[src/rtl/tgd_pkg.sv]
package tgd_pkg;
  // Default split: 2**FINE bits per column, 2**COARSE columns.
  localparam int unsigned TGD_FINE_BITS_DEF   = 6;
  localparam int unsigned TGD_COARSE_BITS_DEF = 2;

  // Number of thermometer lines for a given split (one line short of full).
  function automatic int unsigned tgd_therm_width(input int unsigned fine_bits,
                                                  input int unsigned coarse_bits);
    return (1 << (fine_bits + coarse_bits)) - 1;
  endfunction
endpackage

[src/rtl/tgd_bubble_filter.sv]
module tgd_bubble_filter #(
  parameter int unsigned W = 255
) (
  input  logic [W-1:0] raw_i,
  output logic [W-1:0] clean_o
);
  // Virtual line below 0 reads high, virtual line above W-1 reads low.
  logic [W+1:0] ext;
  assign ext = {1'b0, raw_i, 1'b1};

  for (genvar i = 0; i < W; i++) begin : g_vote
    // Majority of the line and its two neighbours.
    assign clean_o[i] = (ext[i] & ext[i+1]) | (ext[i] & ext[i+2]) | (ext[i+1] & ext[i+2]);
  end
endmodule

[src/rtl/tgd_col_dec.sv]
module tgd_col_dec #(
  parameter int unsigned FINE_BITS = 6
) (
  input  logic [(1<<FINE_BITS)-1:0] col_i,
  output logic [FINE_BITS-1:0]      fine_o,
  output logic                      full_o
);
  localparam int unsigned COL_W = 1 << FINE_BITS;

  // One-hot marker on the last high line of the run inside this column.
  logic [COL_W-1:0] hit;

  for (genvar j = 0; j < COL_W - 1; j++) begin : g_edge
    assign hit[j] = col_i[j] & ~col_i[j+1];
  end
  assign hit[COL_W-1] = col_i[COL_W-1];

  // OR-encode (index + 1); a full column wraps to zero.
  always_comb begin
    fine_o = '0;
    for (int j = 0; j < COL_W; j++) begin
      if (hit[j]) begin
        fine_o = fine_o | FINE_BITS'(j + 1);
      end
    end
  end

  assign full_o = col_i[COL_W-1];
endmodule

[src/rtl/tgd_merge.sv]
module tgd_merge #(
  parameter int unsigned FINE_BITS   = 6,
  parameter int unsigned COARSE_BITS = 2
) (
  input  logic [(1<<COARSE_BITS)*FINE_BITS-1:0] fine_i,
  input  logic [(1<<COARSE_BITS)-1:0]           full_i,
  output logic [FINE_BITS+COARSE_BITS-1:0]      gray_o,
  output logic                                  ovf_o
);
  localparam int unsigned NUM_COLS = 1 << COARSE_BITS;
  localparam int unsigned CODE_W   = FINE_BITS + COARSE_BITS;

  logic [COARSE_BITS-1:0] coarse;
  logic                   found;
  logic [FINE_BITS-1:0]   fine_sel;
  logic [CODE_W-1:0]      bin;

  // The first column that is not full holds the run boundary.
  always_comb begin
    coarse = '1;
    found  = 1'b0;
    for (int c = 0; c < NUM_COLS; c++) begin
      if (!found && !full_i[c]) begin
        coarse = COARSE_BITS'(c);
        found  = 1'b1;
      end
    end
  end

  assign fine_sel = fine_i[int'(coarse)*FINE_BITS +: FINE_BITS];
  assign bin      = {coarse, fine_sel};
  assign ovf_o    = &bin;
  assign gray_o   = bin ^ (bin >> 1);
endmodule

[src/rtl/thermo_gray_dec.sv]
module thermo_gray_dec
  import tgd_pkg::*;
#(
  parameter int unsigned FINE_BITS   = TGD_FINE_BITS_DEF,
  parameter int unsigned COARSE_BITS = TGD_COARSE_BITS_DEF,
  localparam int unsigned CODE_W     = FINE_BITS + COARSE_BITS,
  localparam int unsigned THERM_W    = (1 << CODE_W) - 1
) (
  input  logic               clk_i,
  input  logic               rst_ni,
  input  logic [THERM_W-1:0] therm_i,
  output logic [CODE_W:0]    code_o,
  output logic               valid_o
);
  localparam int unsigned COL_W    = 1 << FINE_BITS;
  localparam int unsigned NUM_COLS = 1 << COARSE_BITS;

  // ---------------- reset release synchroniser ----------------
  logic [1:0] rst_sync_q;
  logic       rst_n_s;

  always_ff @(posedge clk_i or negedge rst_ni) begin
    if (!rst_ni) rst_sync_q <= '0;
    else         rst_sync_q <= {rst_sync_q[0], 1'b1};
  end
  assign rst_n_s = rst_sync_q[1];

  // ---------------- bubble suppression ----------------
  logic [THERM_W-1:0] clean;
  logic [THERM_W:0]   padded;

  tgd_bubble_filter #(.W(THERM_W)) u_filter (
    .raw_i   (therm_i),
    .clean_o (clean)
  );
  assign padded = {1'b0, clean};

  // ---------------- column decoders ----------------
  logic [NUM_COLS*FINE_BITS-1:0] fine_d, fine_q;
  logic [NUM_COLS-1:0]           full_d, full_q;
  logic                          col_vld_d, col_vld_q;
  logic                          col_en;

  for (genvar c = 0; c < NUM_COLS; c++) begin : g_col
    tgd_col_dec #(.FINE_BITS(FINE_BITS)) u_col (
      .col_i  (padded[c*COL_W +: COL_W]),
      .fine_o (fine_d[c*FINE_BITS +: FINE_BITS]),
      .full_o (full_d[c])
    );
  end

  assign col_en    = 1'b1;
  assign col_vld_d = 1'b1;

  // Column results captured on the falling edge.
  always_ff @(negedge clk_i or negedge rst_n_s) begin
    if (!rst_n_s) begin
      fine_q    <= '0;
      full_q    <= '0;
      col_vld_q <= 1'b0;
    end else if (col_en) begin
      fine_q    <= fine_d;
      full_q    <= full_d;
      col_vld_q <= col_vld_d;
    end
  end

  // ---------------- coarse select and Gray stage ----------------
  logic [CODE_W-1:0] gray_d;
  logic              ovf_d;
  logic [CODE_W:0]   code_d, code_q;
  logic              out_en;
  logic              valid_q;

  tgd_merge #(.FINE_BITS(FINE_BITS), .COARSE_BITS(COARSE_BITS)) u_merge (
    .fine_i (fine_q),
    .full_i (full_q),
    .gray_o (gray_d),
    .ovf_o  (ovf_d)
  );

  assign code_d = {ovf_d, gray_d};
  assign out_en = col_vld_q;

  always_ff @(posedge clk_i or negedge rst_n_s) begin
    if (!rst_n_s) begin
      code_q  <= '0;
      valid_q <= 1'b0;
    end else if (out_en) begin
      code_q  <= code_d;
      valid_q <= 1'b1;
    end
  end

  assign code_o  = code_q;
  assign valid_o = valid_q;
endmodule

[config.mk]
export PLATFORM = sky130hd
export DESIGN_NAME = thermo_gray_dec
export DESIGN_NICKNAME = d
export VERILOG_FILES = /design/src/rtl/tgd_pkg.sv /design/src/rtl/tgd_bubble_filter.sv /design/src/rtl/tgd_col_dec.sv /design/src/rtl/tgd_merge.sv /design/src/rtl/thermo_gray_dec.sv
export SDC_FILE = /design/constraint.sdc
export NUM_CORES = 1
export LEC_CHECK = 0
export ABC_AREA = 1
export CAP_MARGIN = 20
export CORE_MARGIN = 1.5
export CORE_UTILIZATION = 50
export DETAILED_ROUTE_END_ITERATION = 12
export GPL_TIMING_DRIVEN = 0
export PLACE_DENSITY = 0.84
export SLEW_MARGIN = 20
export SYNTH_ARGS = -nofsm -noshare
export SYNTH_HDL_FRONTEND = slang
export SYNTH_SLANG_ARGS = --single-unit
export TNS_END_PERCENT = 10
[constraint.sdc]
create_clock -name clk_i -period 1.4 [get_ports clk_i]
set_input_delay 0.28 -clock clk_i [delete_from_list [all_inputs] [get_ports clk_i]]
set_output_delay 0.28 -clock clk_i [all_outputs]
set_load 0.02 [all_outputs]
==> flow_summary.json <==
{
  "cap_viol_max_count": 0,
  "setup_viol": 34,
  "violations": "negative setup slack",
  "io_buffers": 266,
  "vias": 13700,
  "die_w_um": 139,
  "critPathSlowestCell": "dfrtn_1",
  "power_density_mw_per_mm2": 524,
  "power_switching_mw": 3.12,
  "cp-end-kind": "register",
  "fp.coreArea_mm2": 0.0180,
  "grt_pass1_vias": 11800,
  "antenna_found_initial": 3,
  "ir_drop_uv": 599,
  "syn_area_mm2": 0.00923,
  "drt_iter0_drc": 1070,
  "gr-usage-all-layers": 0.320,
  "die_h_um": 139,
  "clk_pin_slew_ns": 0.06,
  "place_area_mm2": 0.0122,
  "pwr-share-clk": 0.206,
  "area_growth_pct": 45.8,
  "leakage_nw": 8.65,
  "postRouteAntennaNets": 0,
  "hold_path_class": "in -> async",
  "synth.avg_cell_area_um2": 4.44,
  "drive_above_1_share": 0.236,
  "clock_skew_ns": 0.0275,
  "fin_tns_setup_ns": -17.80,
  "criticalPathCategory": "reg -> reg",
  "remaining_drc_errors": 0,
  "multi_input_area_mm2": 0.00828,
  "fill_cells": 1617,
  "ys_types": 21,
  "status": "complete, but fails checks",
  "ioPinCount": 267,
  "cp.arrival_ns": 2.47,
  "dp_hpwl_um": 26500,
  "seq_area_mm2": 0.00100,
  "drtPass1Iterations": 6,
  "cts_tree": "built",
  "worst_path_largest_cell_delay_ns": 0.46,
  "drv_slew": 0,
  "critical_path.top_delay_family": "flip-flops",
  "rows": 49,
  "hold_viol": 0,
  "grt_pass1_wl_um": 52600,
  "dp_slack_ns": -1.49,
  "ctsHtreeMaxLevel": 2,
  "grt_max_degree": 39,
  "comb_power_share": 0.615,
  "rsz0062_at_grt": "true",
  "grt_overflow": 0,
  "mostFrequentLayoutCells": "1062 x nand2_1, 210 x inv_1, 171 x nand2_2",
  "nets": 2641,
  "crit_chain": "nand2_2, buf_4, buf_4, nand3b_1, nand2_1, nand2_2, ha_4, nand4_1, o21ai_1",
  "ctsLongestPathBuffers": 2,
  "swShare": 0.443,
  "critical_path_buf_inv_count": 2,
  "hold_buffers": 0,
  "worst_slack_ns": -0.859,
  "clkLatencyLatePin_ns": 0.30,
  "synth-seq-cells": 40,
  "avgRoutedWirePerCell_um": 13.2,
  "worst_setup_path_start_kind": "register",
  "start_util": 0.512,
  "cts_root_buffer": "clkbuf_16",
  "syn-instance-count": 2079,
  "holdWs_ns": 0.158,
  "drt_wl_total_um": 34400,
  "cts_sinks": 40,
  "layout_commonest_cell": "nand2_1",
  "crit_required_ns": 1.61,
  "p_int_mw": 3.93,
  "viasPerCell": 5.23,
  "ys_seq_area_frac": 0.109,
  "crit_fanout": 3,
  "post-route-util": 0.746,
  "ys_warn_count": 0,
  "die_area_mm2": 0.0193,
  "gp_congestion": 0.980,
  "numCtsBuffers": 5,
  "fin_area_mm2": 0.0134,
  "seqPwrFrac": 0.179
}
flip-flops by register name (all words and copies together), names as in the netlist:
register    count
code_o          9
full_q          3
rst_sync_q      2
col_vld_q       1
valid_o         1
fine_q         24
Yosys cell counts:
cell	n	area, um^2
nand2_2	16	100
clkbuf_1	1	3.75
buf_4	1	7.51
nor2_1	199	747
o211ai_1	1	7.51
dfrtn_1	28	701
nand4_1	75	469
o21ai_0	12	60.1
a22o_1	1	8.76
inv_2	5	18.8
nand3b_1	2	15.0
nand3_2	3	30.0
buf_6	2	22.5
nand3_1	175	876
ha_1	4	50.1
nand2_1	1260	4730
conb_1	1	3.75
inv_1	267	1000
a21oi_1	12	60.1
or2_2	2	12.5
dfrtp_1	12	300
cell type report:
type / instances / area share
Multi-Input combinational cell: 1764 / 0.616
Buffer: 4 / 0.00335
Clock inverter: 2 / 0.00447
Inverter: 272 / 0.0770
Timing Repair Buffer: 293 / 0.193
Antenna cell: 6 / 0.00112
Sequential cell: 40 / 0.0747
Tap cell: 229 / 0.0213
Clock buffer: 6 / 0.00958
metrics by stage:
step                total power [mW]  std cells
floorplan                       3.39       2080
finish                          7.05       2616
global route                    7.61       2613
detailed placement              5.04       2575
global placement                4.98       2575
CTS                             6.65       2599
worst paths after layout:
check                                   start            end  slack (ns)  depth (start not counted)
worst max-delay path                full_q[1]      code_o[8]       -0.86                          9
worst min-delay path                   rst_ni  rst_sync_q[0]        0.16                          1
worst max register to register      full_q[1]      code_o[8]       -0.86                          9
worst min register to register  rst_sync_q[1]      code_o[0]        0.30                          0
max in group asynchronous       rst_sync_q[1]     fine_q[19]        0.17                          0
min in group clk_i              rst_sync_q[0]  rst_sync_q[1]        0.35                          0
timing repair:
action,CTS,global route
gates resized for setup,848,424
setup buffers,15,11
pin swaps,143,74
cloned,1,0
endpoints found under the setup margin,75,34
hold endpoints to repair,0,0
metal layers:
layer / global-route usage / share of wire
met2: 0.573 / 0.48
met1: 0.411 / 0.41
met3: 0.0394 / 0.080
met5: 0 / 0
met4: 0.0707 / 0.023
power groups by stage:
| stage | Combinational, mW | Sequential [mW] | Clock (mW) |
|---|---|---|---|
| after floorplan | 2.07 | 1.32 | 0 |
| after global routing | 4.81 | 1.27 | 1.53 |
| after detailed placement | 3.75 | 1.28 | 0 |
| after CTS | 3.92 | 1.26 | 1.46 |
| final | 4.34 | 1.26 | 1.45 |
| after global placement | 3.70 | 1.28 | 0 |
cells by family (layout without fill, tap and decap cells):
kind of cell | after synthesis | count (layout) | share of synthesized area
AND/OR/NAND/NOR | 1732 | 1732 | 0.757
buffers and inverters | 276 | 577 | 0.114
flip-flops | 40 | 40 | 0.109
AO/OA/AOI/OAI | 26 | 26 | 0.0148
adder cells (fa/ha/maj) | 4 | 4 | 0.00543
other | 1 | 8 | 0.000406
No activity file was read; power rests on OpenSTA's default activity.
